### src/rtl/rsp_merge_pkg.sv
package rsp_merge_pkg;
    typedef enum logic {
        SRC_ST = 1'b0,
        SRC_LD = 1'b1
    } src_e;
endpackage

### src/rtl/rsp_merge_stpack.sv
module rsp_merge_stpack #(
    parameter int DATA_W = 64,
    parameter int PAGE_W = 36,
    parameter int TIER_W = 2,
    parameter int STAT_W = 3
) (
    input  logic [STAT_W-1:0] status,
    input  logic [TIER_W-1:0] tier,
    input  logic [PAGE_W-1:0] page,
    output logic [DATA_W-1:0] word
);
    localparam int USED_W = PAGE_W + TIER_W + STAT_W;
    localparam int PAD_W  = DATA_W - USED_W;

    generate
        if (PAD_W > 0) begin : g_pad
            assign word = {{PAD_W{1'b0}}, status, tier, page};
        end else begin : g_nopad
            assign word = {status, tier, page};
        end
    endgenerate
endmodule

### src/rtl/rsp_merge_ldframe.sv
module rsp_merge_ldframe #(
    parameter int PKT_WORDS = 65
) (
    input  logic clk,
    input  logic rst_n,
    input  logic beat,
    output logic last_beat
);
    localparam int CW = $clog2(PKT_WORDS);

    typedef struct packed {
        logic [CW-1:0] cnt;
    } fr_t;

    fr_t q, d;

    assign last_beat = (q.cnt == CW'(PKT_WORDS - 1));

    always_comb begin
        d = q;
        if (beat) begin
            if (last_beat) d.cnt = '0;
            else           d.cnt = q.cnt + 1'b1;
        end
    end

    always_ff @(posedge clk) begin
        if (!rst_n) q <= '0;
        else        q <= d;
    end


    ldf_cnt_range_chk: assert property (@(posedge clk) disable iff (!rst_n)
        q.cnt <= CW'(PKT_WORDS - 1));


    ldf_wrap_chk: assert property (@(posedge clk) disable iff (!rst_n)
        (beat && last_beat) |=> (q.cnt == '0));
endmodule

### src/rtl/rsp_merge_arb.sv
module rsp_merge_arb
    import rsp_merge_pkg::*;
(
    input  logic clk,
    input  logic rst_n,
    input  logic st_req,
    input  logic ld_req,
    input  logic xfer,
    input  logic pkt_end,
    output src_e sel,
    output logic sel_vld
);
    typedef struct packed {
        logic busy;
        src_e owner;
        src_e prio;
    } arb_t;

    arb_t q, d;
    src_e pick;
    logic pick_req;

    always_comb begin
        d = q;
        if (q.busy)                pick = q.owner;
        else if (st_req && ld_req) pick = q.prio;
        else if (ld_req)           pick = SRC_LD;
        else                       pick = SRC_ST;
        pick_req = (pick == SRC_LD) ? ld_req : st_req;
        if (pick_req) begin
            if (xfer && pkt_end) begin
                d.busy = 1'b0;
                d.prio = (pick == SRC_LD) ? SRC_ST : SRC_LD;
            end else begin
                d.busy  = 1'b1;
                d.owner = pick;
            end
        end
    end

    assign sel     = pick;
    assign sel_vld = pick_req;

    always_ff @(posedge clk) begin
        if (!rst_n) begin
            q.busy  <= 1'b0;
            q.owner <= SRC_ST;
            q.prio  <= SRC_ST;
        end else begin
            q <= d;
        end
    end


    arb_lock_chk: assert property (@(posedge clk) disable iff (!rst_n)
        (sel_vld && sel == SRC_LD && xfer && !pkt_end) |=> (sel == SRC_LD));


    arb_rr_chk: assert property (@(posedge clk) disable iff (!rst_n)
        (sel_vld && xfer && pkt_end && st_req && ld_req)
        |=> (!(st_req && ld_req) || sel != $past(sel)));
endmodule

### src/rtl/rsp_merge.sv
module rsp_merge
    import rsp_merge_pkg::*;
#(
    parameter int DATA_W    = 64,
    parameter int PAGE_W    = 36,
    parameter int TIER_W    = 2,
    parameter int STAT_W    = 3,
    parameter int PAGE_WRDS = 64
) (
    input  logic              clk,
    input  logic              rst_n,
    input  logic              st_valid,
    output logic              st_ready,
    input  logic [STAT_W-1:0] st_status,
    input  logic [TIER_W-1:0] st_tier,
    input  logic [PAGE_W-1:0] st_page,
    input  logic              ld_valid,
    output logic              ld_ready,
    input  logic [DATA_W-1:0] ld_data,
    output logic              out_valid,
    input  logic              out_ready,
    output logic [DATA_W-1:0] out_data,
    output logic              out_last,
    output logic              out_src
);
    localparam int PKT_WORDS = PAGE_WRDS + 1;

    logic [DATA_W-1:0] st_word;
    logic              ld_last;
    logic              ld_beat;
    logic              xfer;
    src_e              sel;
    logic              sel_vld;

    rsp_merge_stpack #(
        .DATA_W(DATA_W), .PAGE_W(PAGE_W), .TIER_W(TIER_W), .STAT_W(STAT_W)
    ) u_pack (
        .status(st_status), .tier(st_tier), .page(st_page), .word(st_word)
    );

    rsp_merge_ldframe #(.PKT_WORDS(PKT_WORDS)) u_frame (
        .clk(clk), .rst_n(rst_n), .beat(ld_beat), .last_beat(ld_last)
    );

    rsp_merge_arb u_arb (
        .clk(clk), .rst_n(rst_n),
        .st_req(st_valid), .ld_req(ld_valid),
        .xfer(xfer), .pkt_end(out_last),
        .sel(sel), .sel_vld(sel_vld)
    );

    assign out_valid = sel_vld;
    assign out_src   = sel;
    assign out_data  = (sel == SRC_LD) ? ld_data : st_word;
    assign out_last  = (sel == SRC_LD) ? ld_last : 1'b1;
    assign xfer      = out_valid && out_ready;
    assign st_ready  = out_ready && sel_vld && (sel == SRC_ST);
    assign ld_ready  = out_ready && sel_vld && (sel == SRC_LD);
    assign ld_beat   = ld_valid && ld_ready;

    logic mid_ld_d, mid_ld_q;
    always_comb begin
        mid_ld_d = mid_ld_q;
        if (xfer && out_src) mid_ld_d = !out_last;
    end
    always_ff @(posedge clk) begin
        if (!rst_n) mid_ld_q <= 1'b0;
        else        mid_ld_q <= mid_ld_d;
    end


    st_last_chk: assert property (@(posedge clk) disable iff (!rst_n)
        (out_valid && !out_src) |-> out_last);


    no_interleave_chk: assert property (@(posedge clk) disable iff (!rst_n)
        mid_ld_q |-> !(out_valid && !out_src));


    stall_hold_chk: assert property (@(posedge clk) disable iff (!rst_n)
        (out_valid && !out_ready) |=> (out_valid && $stable(out_data)
                                       && $stable(out_last) && $stable(out_src)));


    ready_excl_chk: assert property (@(posedge clk) disable iff (!rst_n)
        $onehot0({st_ready, ld_ready}) && (out_ready || !(st_ready || ld_ready)));
endmodule

### config.mk
export PLATFORM = sky130hd
export DESIGN_NAME = rsp_merge
export DESIGN_NICKNAME = d
export VERILOG_FILES = /design/src/rtl/rsp_merge_pkg.sv /design/src/rtl/rsp_merge_stpack.sv /design/src/rtl/rsp_merge_ldframe.sv /design/src/rtl/rsp_merge_arb.sv /design/src/rtl/rsp_merge.sv
export SDC_FILE = /design/constraint.sdc
export NUM_CORES = 1
export LEC_CHECK = 0
export CAP_MARGIN = 40
export CORE_AREA = 2 2 70 72
export CTS_BUF_LIST = sky130_fd_sc_hd__clkbuf_16
export DETAILED_ROUTE_END_ITERATION = 16
export DIE_AREA = 0 0 72 74
export DONT_BUFFER_PORTS = 1
export SYNTH_ARGS = -nofsm -noshare
export SYNTH_HDL_FRONTEND = slang
export SYNTH_SLANG_ARGS = --single-unit
### constraint.sdc
create_clock -name clk -period 4 [get_ports clk]
set_input_delay 0.8 -clock clk [delete_from_list [all_inputs] [get_ports clk]]
set_output_delay 0.8 -clock clk [all_outputs]
set_load 0.05 [all_outputs]
==> results.toml <==
[run_status]
outcome = "finished, final reports clean"

[sta]
slew_headroom = 0.634
fin_crit_ns = 2.93
worst_pin_slew_ns = 0.548
rsz0062_at_grt = "no"
hold_violations = 0
hold_ws_ns = 0.484
setup_ws_ns = 1.07
final_max_slew_viol_count = 0
totalNegativeSetupSlack_ns = 0
clock_skew_ns = 0.00392
min_period_over_period = 0.734
fmaxAchievable_mhz = 341
finalSetupViolCount = 0

[synthesis]
synthArstFlopShare = 0
netlist-cell-type-count = 41
synth-main-ff-cell = "dfxtp_1"
synth_area_mm2 = 0.00129
syn_nets = 256
netlist_instances = 144
ys_ff_latch = 10
yosysWarnings = 0
seq_area_frac_synth = 0.155
synth_enable_flop_cells = 0
avgSynthCellArea_um2 = 8.97

[die]
start_util = 0.281
die-area_mm2 = 0.00533
coreArea_mm2 = 0.00460
die_w_um = 72
ioPinCount = 179
floorplan.rows = 25
die_h_um = 74

[place]
dp_hpwl_um = 4190
placed_cell_area_mm2 = 0.00133
io_buffers = 0
place_inst = 194
dpl_worst_slack_ns = 1.06
routabilityCongestion = 0.785

[cells_and_area]
drive_gt1_frac = 0.385
utilization = 0.308
synthToLayoutAreaGrowth_pct = 9.79
postLayoutCellArea_mm2 = 0.00142
ff_latch_area_um2 = 200
multi_input_area_mm2 = 0.00101
fillCellCount = 491
final_cells = 202
nets = 257

[setup_path]
critPathSlowestCell = "and2_1"
slowest_delay_ns = 0.55
crit_buf_inv = 1
crit_path_end_kind = "output port"
crit_chain = "nor2b_1 > o21ai_4 > buf_4 > and2_1"
crit_path_max_fanout = 55
cp.depth = 4
start_kind = "input port"
r2r_cells = 6
crit_type = "input port to output port"
crit_family = "simple AND/OR/NAND/NOR gates"
required_ns = 3.20
cp.arrival_ns = 2.13

[min_path]
hold_path.class = "flip-flop to flip-flop"
hold_depth = 2

[pwr]
combPwrFrac = 0.573
p_int_uw = 314
power_frac_clock = 0.264
finalPower_uw = 671
power_frac_seq = 0.163
peakVddDrop_mv = 0.206
p_sw_uw = 357
swShare = 0.532
powerDensity_mw_per_mm2 = 473
p_leak_nw = 0.514

[clock_network]
clk_latency_ns = 0.24
post-cts-setup-buffers = 0
h-tree-depth = 1
cts-buffers-inserted = 3
cts.reportedPaths.clkPinSlew_ns = 0.04
cts_sinks = 10
cts_root_buffer = "clkbuf_16"
cts_hold_buffers = 0
cts.repair.resized = 0
cts_tree = "built"
clk_path_buf_depth = 2

[drt]
vias_per_cell = 5.53
dr.pass1.iters = 4
wl_um = 4810
drc = 0
vias = 1118
wl_per_cell_um = 23.8
final_antenna_net_count = 0
drt_iter0_markers = 16

[grt]
overflow = 0
grt_max_degree = 56
grt_pass1_vias = 991
grt_usage = 0.153
antenna_found_initial = 7
grt_pass1_wl_um = 5930

[flow_run]
maxCapViolCount = 0
## worst min-delay path, cell delays in order, from the launching register on
cell and delay, ns:
dfxtp_1 0.32, nand2_1 0.06, a21boi_1 0.05
## cell families (layout without fill, tap and decap cells)
group	Yosys count	in the layout	synth area share
xor+xnor	1	1	0.00678
buf+inv	13	12	0.0610
compound gates	19	19	0.108
simple gates	57	57	0.273
other cells	0	5	0
fa+ha+maj	2	2	0.0194
mux	42	42	0.377
flops	10	10	0.155
## cell usage in the layout (no fill, tap or decap), drive strengths merged
cell type	n
nand3b	3
nor2b	2
clkbuf	3
or3b	2
or3	1
a2111oi	1
o22ai	3
a21oi	3
dfxtp	10
ha	2
or2	1
mux2	41
nand3	3
and3	1
and3b	1
inv	4
nand2b	1
a31oi	2
clkinv	1
o21a	2
buf	4
o21ai	4
a21o	2
nor3b	1
nor4b	1
and2	24
mux2i	1
xor2	1
nand2	14
nor2	1
diode	5
a21boi	1
o2111ai	1
nor4	1
## power groups by stage
| stage | combinational (mW) | clock [mW] | sequential, mW |
|---|---|---|---|
| global placement | 0.383 | 0 | 0.111 |
| detailed placement | 0.385 | 0 | 0.111 |
| finish | 0.384 | 0.177 | 0.110 |
| floorplan | 0.372 | 0 | 0.110 |
| CTS | 0.386 | 0.179 | 0.110 |
| global route | 0.397 | 0.184 | 0.110 |
## flip-flops by register name, summed over array words and instances (netlist names)
| signal | count |
|---|---|
| u_frame.q | 7 |
| u_arb.q | 3 |
## synth_stat cells, drive strengths merged (2+ instances only)
library cell | number | area, um2
o21ai | 4 | 31.3
mux2 | 41 | 477
buf | 6 | 50.0
a31oi | 2 | 12.5
a21o | 2 | 15.0
nor2b | 2 | 12.5
a21oi | 3 | 15.0
or3b | 2 | 17.5
nand3b | 3 | 22.5
o21a | 2 | 15.0
o22ai | 3 | 18.8
nand2 | 14 | 62.6
nand3 | 3 | 15.0
dfxtp | 10 | 200
ha | 2 | 25.0
inv | 4 | 15.0
clkbuf | 2 | 8.75
and2 | 24 | 150
## per-layer routing
layer	GRT usage	part of all wire	vias to the layer above
li1	-	-	518
met1	0.187	0.37	499
met4	0.0252	0.0060	6
met3	0.122	0.17	9
met2	0.215	0.44	86
met5	0	0.0087	-
## final timing paths
path / from / endpoint / slack, ns
max: st_valid / out_data[47] / 1.07
min: u_frame.q[1] / u_frame.q[1] / 0.48
max reg2reg: u_arb.q[2] / u_arb.q[0] / 2.31
min reg2reg: u_frame.q[1] / u_frame.q[1] / 0.48
## layout make-up
| cell class | count | share of cell area |
|---|---|---|
| Clock buffer | 3 | 0.0530 |
| Tap cell | 54 | 0.0477 |
| Inverter | 5 | 0.0141 |
| Sequential cell | 10 | 0.141 |
| Antenna cell | 5 | 0.00883 |
| Multi-Input combinational cell | 121 | 0.714 |
| Timing Repair Buffer | 4 | 0.0212 |
Note: power is estimated with default switching activity, not from simulation.
